$ cat src/rtl/tmr_pkg.sv
package tmr_pkg;
    localparam int TMR_CNT_W = 8;
    localparam int TMR_ST_W  = 4;

    typedef enum logic {
        OP_LOAD = 1'b0,
        OP_ADD  = 1'b1
    } tmr_op_e;

    typedef struct packed {
        logic [TMR_ST_W-1:0]  st;
        logic [TMR_CNT_W-1:0] cnt;
    } slot_t;
endpackage

$ cat src/rtl/tmr_slot.sv
module tmr_slot
    import tmr_pkg::*;
(
    input  logic                 clk,
    input  logic                 rst,
    input  logic                 tick,
    input  logic                 wr_en,
    input  tmr_op_e              wr_op,
    input  logic [TMR_ST_W-1:0]  wr_st,
    input  logic [TMR_CNT_W-1:0] wr_cnt,
    output slot_t                slot_q,
    output logic                 expire
);
    slot_t slot_d;

    always_comb begin
        slot_d = slot_q;
        expire = 1'b0;
        if (wr_en) begin
            // a write beats a tick on the same edge
            slot_d.st  = wr_st;
            slot_d.cnt = (wr_op == OP_ADD) ? slot_q.cnt + wr_cnt : wr_cnt;
        end else if (tick && slot_q.st != '0 && slot_q.cnt != '0) begin
            slot_d.cnt = slot_q.cnt - 1'b1;
            if (slot_q.cnt == TMR_CNT_W'(1)) begin
                expire    = 1'b1;
                slot_d.st = '0;
            end
        end
    end

    always_ff @(posedge clk) begin
        if (rst) slot_q <= '0;
        else     slot_q <= slot_d;
    end
endmodule

$ cat src/rtl/tmr_prio.sv
module tmr_prio #(
    parameter  int N  = 16,
    localparam int IW = $clog2(N)
) (
    input  logic [N-1:0]  req,
    output logic          any,
    output logic [IW-1:0] idx
);
    always_comb begin
        idx = '0;
        for (int i = 0; i < N; i++) begin
            if (req[i]) idx = IW'(i);   // later (higher) index wins
        end
        any = |req;
    end
endmodule

$ cat src/rtl/shared_timer_unit.sv
module shared_timer_unit
    import tmr_pkg::*;
#(
    parameter  int NUM_SLOTS = 16,
    localparam int IDX_W     = $clog2(NUM_SLOTS),
    localparam int CMD_W     = TMR_ST_W + TMR_CNT_W + IDX_W
) (
    input  logic                 clk,
    input  logic                 rst,
    input  logic                 cmd_valid,
    input  logic                 cmd_op,
    input  logic [CMD_W-1:0]     cmd_word,
    input  logic                 tick,
    input  logic                 wake_ack,
    input  logic [IDX_W-1:0]     rd_slot,
    output logic [TMR_ST_W-1:0]  rd_state,
    output logic [TMR_CNT_W-1:0] rd_count,
    output logic                 wake_req,
    output logic [IDX_W-1:0]     wake_slot
);
    // command field split: slot in the low bits, state in the high bits
    logic [IDX_W-1:0]     cmd_idx;
    logic [TMR_CNT_W-1:0] cmd_cnt;
    logic [TMR_ST_W-1:0]  cmd_st;
    assign cmd_idx = cmd_word[IDX_W-1:0];
    assign cmd_cnt = cmd_word[IDX_W +: TMR_CNT_W];
    assign cmd_st  = cmd_word[IDX_W+TMR_CNT_W +: TMR_ST_W];

    slot_t [NUM_SLOTS-1:0] slots_q;
    logic  [NUM_SLOTS-1:0] expire_vec;
    logic  [NUM_SLOTS-1:0] pend_d, pend_q;

    for (genvar g = 0; g < NUM_SLOTS; g++) begin : g_slot
        tmr_slot u_slot (
            .clk    (clk),
            .rst    (rst),
            .tick   (tick),
            .wr_en  (cmd_valid && (cmd_idx == IDX_W'(g))),
            .wr_op  (tmr_op_e'(cmd_op)),
            .wr_st  (cmd_st),
            .wr_cnt (cmd_cnt),
            .slot_q (slots_q[g]),
            .expire (expire_vec[g])
        );
    end

    tmr_prio #(.N(NUM_SLOTS)) u_prio (
        .req (pend_q),
        .any (wake_req),
        .idx (wake_slot)
    );

    always_comb begin
        pend_d = pend_q;
        if (wake_ack && wake_req) pend_d[wake_slot] = 1'b0;
        pend_d = pend_d | expire_vec;
    end

    always_ff @(posedge clk) begin
        if (rst) pend_q <= '0;
        else     pend_q <= pend_d;
    end

    assign rd_state = slots_q[rd_slot].st;
    assign rd_count = slots_q[rd_slot].cnt;
endmodule

$ cat config.mk
export PLATFORM = sky130hd
export DESIGN_NAME = shared_timer_unit
export DESIGN_NICKNAME = d
export VERILOG_FILES = /design/src/rtl/tmr_pkg.sv /design/src/rtl/tmr_slot.sv /design/src/rtl/tmr_prio.sv /design/src/rtl/shared_timer_unit.sv
export SDC_FILE = /design/constraint.sdc
export NUM_CORES = 1
export LEC_CHECK = 0
export BUFFER_PORTS_ARGS = -buffer_cell sky130_fd_sc_hd__buf_2
export CORE_MARGIN = 8
export CORE_UTILIZATION = 40
export CTS_CLUSTER_DIAMETER = 40
export DETAILED_ROUTE_END_ITERATION = 10
export GPL_ROUTABILITY_DRIVEN = 0
export PLACE_DENSITY = 0.62
export SYNTH_ARGS = -nofsm -noshare
export SYNTH_HDL_FRONTEND = slang
export SYNTH_HIERARCHICAL = 1
export SYNTH_SLANG_ARGS = --single-unit
$ cat constraint.sdc
create_clock -name clk -period 2.5 [get_ports clk]
set_clock_uncertainty 0.15 [all_clocks]
set_input_delay 0.25 -clock clk [delete_from_list [all_inputs] [get_ports clk]]
set_output_delay 0.25 -clock clk [all_outputs]
set_load 0.05 [all_outputs]
Word level (Yosys, flattened, before mapping)

Index checks and enable logic that the tools add are counted.

Add/subtract/negate cells: 32
Order comparisons: 3
Equality and inequality tests: 31
Multiplexer cells: 132
Bitwise operators: 3
Reduce and logical (&&, ||, !) cells: 132

Operator list:

| kind                                                        | number |
|---|---|
| 2-to-1 mux 12 bit                                           | 33 |
| adder 8 bit                                                 | 16 |
| equality test 8 x 1 -> 1 bit (second input constant)        | 16 |
| 2-to-1 mux 8 bit                                            | 16 |
| nonzero test 8 bit                                          | 16 |
| subtractor 8 x 1 -> 8 bit (second input constant)           | 16 |
| 2-to-1 mux 4 bit                                            | 24 |
| nonzero test 2 bit                                          | 32 |
| nonzero test 4 bit                                          | 16 |
| logical AND 1 bit                                           | 50 |
| 2-to-1 mux 1 bit                                            | 50 |
| binary-select mux 12 bit (select 4 bit)                     | 1 |
| equality test 4 bit (second input constant)                 | 8 |
| AND reduction 2 bit                                         | 16 |
| bitwise AND 16 bit                                          | 1 |
| equality test 4 x 3 -> 1 bit (second input constant)        | 4 |
| 2-to-1 mux 16 bit                                           | 1 |
| inverter 16 bit                                             | 1 |
| OR 16 bit                                                   | 1 |
| OR reduction 16 bit                                         | 1 |
| 2-to-1 mux 3 bit                                            | 4 |
| less-than comparator 4 x 5 -> 1 bit (second input constant) | 2 |
| equality test 4 x 2 -> 1 bit (second input constant)        | 2 |
| demux 1 bit (select 4 bit)                                  | 1 |
| 4 further kinds                                             | 5 |

Bits in registers: 208
Bits of input ports: 26
Output and inout port bits: 17
Logic and storage cells: 366

Longest topological paths before layout

Depth in word-level cells: 23
Gate-level depth with buffers: 8
Mapped depth without buffers: 8

Hierarchy

The synthesis kept the hierarchy.

Modules (own cells, without submodules):

| module                           | instances | cells an instance | area each (um2) | sequential area each (um2) |
|---|---|---|---|---|
| tmr_slot at g_slot[0].u_slot ... | 8         | 128               | 1,038.5         | 240.2 |
| tmr_slot at g_slot[2].u_slot ... | 5         | 129               | 1,104.8         | 240.2 |
| tmr_slot at g_slot[4].u_slot ... | 3         | 124               | 1,031.0         | 240.2 |
| shared_timer_unit                | 1         | 202               | 2,220.9         | 320.3 |
| tmr_prio                         | 1         | 28                | 170.2           | 0.0 |

Worst setup path before layout

OpenSTA, ideal clock, no wires.

Path type: reg2reg
Start: reg pend_q[5]
End: reg pend_q[11]
Setup time: 0.132 ns
Arrival time: 2.402 ns
Required time: 2.218 ns
Slack: -0.184 ns
Stages on the path, launching flop included: 7
Buffers on the path: 0
Clock period less this slack: 2.684 ns
Path through: dfxtp_1 > nor2_1 > a221o_1 > a31oi_1 > nand4_1 > o21ai_0 > a21oi_1

Word-level cells in the longest chain between the ends: 19
Elaborated cells between the ends (all ways): 22
Those cells by class: 2 x order compare; 14 x mux; 3 x bitwise; 3 x reduce/logical

Ends and longest elaborated chain:

| element                                                                                                                 | line                    | source |
|---|---|---|
| from (decl)                                                                                                             | shared_timer_unit.sv:31 | `logic [NUM_SLOTS-1:0] pend_d, pend_q;` |
| from (signal assigned)                                                                                                  | shared_timer_unit.sv:61 | `else pend_q <= pend_d;` |
| 2-to-1 mux 3 bit (*) (3 in series)                                                                                      | tmr_prio.sv:12          | `if (req[i]) idx = IW'(i);` |
| 2-to-1 mux 4 bit (*) (8 in series)                                                                                      | tmr_prio.sv:12          |  |
| net wake_slot[0]                                                                                                        | shared_timer_unit.sv:19 | `output logic [IDX_W-1:0] wake_slot` |
| less-than comparator 4 x 5 -> 1 bit (implied by the code) or greater-or-equal comparator 4 x 1 -> 1 bit (tied branches) | shared_timer_unit.sv:55 | `if (wake_ack && wake_req) pend_d[wake_slot] = 1'b0;` |
| logical AND 1 bit (implied by the code)                                                                                 | shared_timer_unit.sv:55 |  |
| 2-to-1 mux 1 bit (implied by the code)                                                                                  | shared_timer_unit.sv:55 |  |
| demux 1 bit (select 4 bit) (*)                                                                                          | shared_timer_unit.sv:55 |  |
| inverter 16 bit (no source line) (*)                                                                                    | --                      |  |
| bitwise AND 16 bit (no source line) (*)                                                                                 | --                      |  |
| 2-to-1 mux 16 bit (*)                                                                                                   | shared_timer_unit.sv:55 |  |
| OR 16 bit (*)                                                                                                           | shared_timer_unit.sv:56 | `pend_d = pend_d \| expire_vec;` |

Mark *: on every way through the listed nets, which the timed path passes. The rest lies on a longest branch.
A chain may end at the register's enable or synchronous reset.

Worst setup path in the final report

Start: reg g_slot[7].u_slot/slot_q[4] in the netlist's numbering
End: out rd_count[4]

Word-level cells in the longest chain between the ends: 2

Ends and longest elaborated chain:

| element                                 | line                    | source |
|---|---|---|
| from (decl)                             | tmr_slot.sv:11          | `output slot_t slot_q,` |
| from (signal assigned)                  | tmr_slot.sv:34          | `else slot_q <= slot_d;` |
| binary-select mux 12 bit (select 4 bit) | shared_timer_unit.sv:65 | `assign rd_count = slots_q[rd_slot].cnt;` |
| 2-to-1 mux 12 bit (implied by the code) | shared_timer_unit.sv:65 |  |
| to (decl)                               | shared_timer_unit.sv:17 | `output logic [TMR_CNT_W-1:0] rd_count,` |

No other way between the ends. The select of a mux whose other input is x is not followed.

==> metrics.txt <==
Yosys reg bits 208; cells after synthesis 2271; actual slew at the worst max-slew pin 0.850 ns; die width 236 um; crit share post-route 101%; number of DRC markers in iteration 0 1512; WL per Instance 21.1 um; most common cell after layout, fill and taps aside nor2_1; Worst VDD drop 0.399 mV; RSZ-0062 raised after global routing true; cts bufs inserted 49; Worst setup EP type output pin; Yosys Warn Count 6; RR Endpoint g_slot[7].u_slot/slot_q[7]; Reg clk slew, reported paths 0.05 ns; Max Root-Sink Buffers 3; first-pass GRT wire length 102000 um; crit-path max FO 3; clk_lat worst skew 0.58 ns; DP HPWL 46900 um; count of pins over their slew limit 0; CTS tree built; Die Y 236 um; most frequent cells in the layout 255 x nor2_1, 174 x dfxtp_1, 160 x ha_1; PortBufs 42; area delta synth->final 19.0%; Req. time, crit path 2.10 ns; Global Route Usage Sum 22.4%; Avg Cell Area, Syn 8.51 sq um; Core ar. 0.0477 sq mm; Initial Utilization 40.5%; Routed Wire Length 64300 um; Final WS setup -0.0165 ns; Crit path arrival time 2.12 ns; post-route cell area 0.0230 sq mm; Final Critical Period 2.52 ns; Pre-antenna DRT Iters 6; initial antenna violation count 1; Highest Clock Rate 397 MHz; sequential cell area fraction in the yosys report 21.6%; Setup crit start kind flip-flop; violated checks setup timing; IO Pins 43; Post-synth EDFFs 0; Post-synth ARST share 0%; Placed Area 0.0211 sq mm; largest net degree at the start of global routing 86; Final setup viols 1; Max Cap Violations 0; Fin. Hold Viols 0; row cnt 80; Netlist Area Pre-Place 0.0193 sq mm; Reg2Reg Depth 5; Worst R2R Setup Slack 0.12 ns; Worst Setup Path Type flip-flop to output pin; Via density 6.21; Cell variety after synth 77; vias in the first global route 18.4k; crit path launch g_slot[7].u_slot/slot_q[4]; clock sink total 208; Cell Pwr Density 528 mW/mm^2; Setup crit end rd_count[4]; Final ANT Viol Nets 0; Post-Syn Nets 2473; die footprint 0.0556 sq mm; Nets 2595; drt drc 0; top_reg_cell synth dfxtp_1; Overall Power 12.1 mW; share of layout cells above drive strength 1 18.4%; slew margin rel. 43.3%; LEAKAGE 8.92 nW; H-tree Lvls 2; DR vias 18.9k; GRT overflow 0; status finished with violations; Clock Tree Root clkbuf_16; Hold WC Path Type input pin to flip-flop; FF-to-FF Start g_slot[7].u_slot/slot_q[2]
per-layer routing:
metal	wire length (um)	global-route usage, %
met5	0	0
met4	2070	9.17
met3	4960	4.63
met2	28800	35.2
met1	28500	29.8
cells in the mapped netlist, drive strengths merged, types with 48 or more instances:
library cell / count / area [sq um]
xnor2: 49 / 429
nor3: 66 / 355
mux2i: 51 / 510
inv: 140 / 526
a22oi: 88 / 661
xor2: 67 / 587
a211oi: 120 / 941
o21ai: 111 / 556
mux4: 48 / 1140
nor2: 255 / 957
nand2: 87 / 327
ha: 160 / 2000
a21oi: 153 / 777
clkbuf: 56 / 240
dfxtp: 208 / 4160
nand3: 49 / 245
kinds of logic (layout without fill, tap and decap cells):
kind of cell,Yosys count,after routing,synth area share (%)
other cells,0,1,0
flops,208,208,21.6
fa+ha+maj,176,176,12.0
buf+inv,225,385,4.85
compound gates,719,719,26.9
simple gates,710,710,19.8
mux,117,117,9.58
xor+xnor,116,116,5.26
registers in the layout (all words and copies together), names as in the netlist:
register	flops
pend_q	16
g_slot.u_slot/slot_q	192
report_power, final:
part / leakage [nW] / switching [mW] / total [mW] / internal (mW)
Combinational: 6.41 / 1.20 / 2.04 / 0.839
Sequential: 1.70 / 0.121 / 3.52 / 3.40
Clock: 0.808 / 2.21 / 6.56 / 4.35
Total: 8.92 / 3.54 / 12.1 / 8.58
timing repair:
| action | in CTS | in global routing |
|---|---|---|
| gates resized for setup | 66 | 37 |
| hold endpoints to repair | 11 | 0 |
| hold buffers | 1 | 0 |
| gates cloned | 0 | 0 |
| setup buffers | 0 | 5 |
| pin swaps | 9 | 13 |
| endpoints found under the setup margin | 11 | 15 |
worst min-delay path by stage:
| stage | cells after the start | slack, ns | from | end |
|---|---|---|---|---|
| 2_1_floorplan | 1 | 0.21 | rst | g_slot[2].u_slot/slot_q[5] |
| 3_3_place_gp | 2 | 0.31 | pend_q[0] | pend_q[0] |
| 3_5_place_dp | 2 | 0.32 | pend_q[0] | pend_q[0] |
| 4_1_cts | 4 | 0.04 | wake_ack | pend_q[9] |
| 5_1_grt | 3 | 0.09 | cmd_word[13] | g_slot[0].u_slot/slot_q[9] |
| 6_report | 4 | 0.07 | wake_ack | pend_q[9] |
worst max-delay path: stages, from the launching register on:
cell	delay, ns
dfxtp_2	0.32
buf_6	0.12
mux4_2	0.56
a22oi_2	0.26
nand2_2	0.13
buf_8	0.17
per-stage QoR:
step	setup TNS, ns	utilization, %	std cells	setup slack (ns)	hold WS [ns]
floorplan	0	-	2271	0.0648	0.206
global route	-0.0929	48.1	3046	-0.0333	0.0911
finish	-0.0165	48.1	3047	-0.0165	0.0671
detailed placement	0	44.2	2961	0.0377	0.321
global placement	0	44.2	2961	0.0492	0.314
CTS	0	48.0	3050	0.0000675	0.0421
final cells by class:
cell class	instances	area, sq um
diodes	1	2.50
clock buffers	60	1350
clock inverters	29	323
fillers	4541	24800
inverters	140	526
multi-input cells	1838	14300
flip-flops and latches	208	4210
well taps	615	769
repair buffers	156	1470
Note: power is estimated with default switching activity, not from simulation.
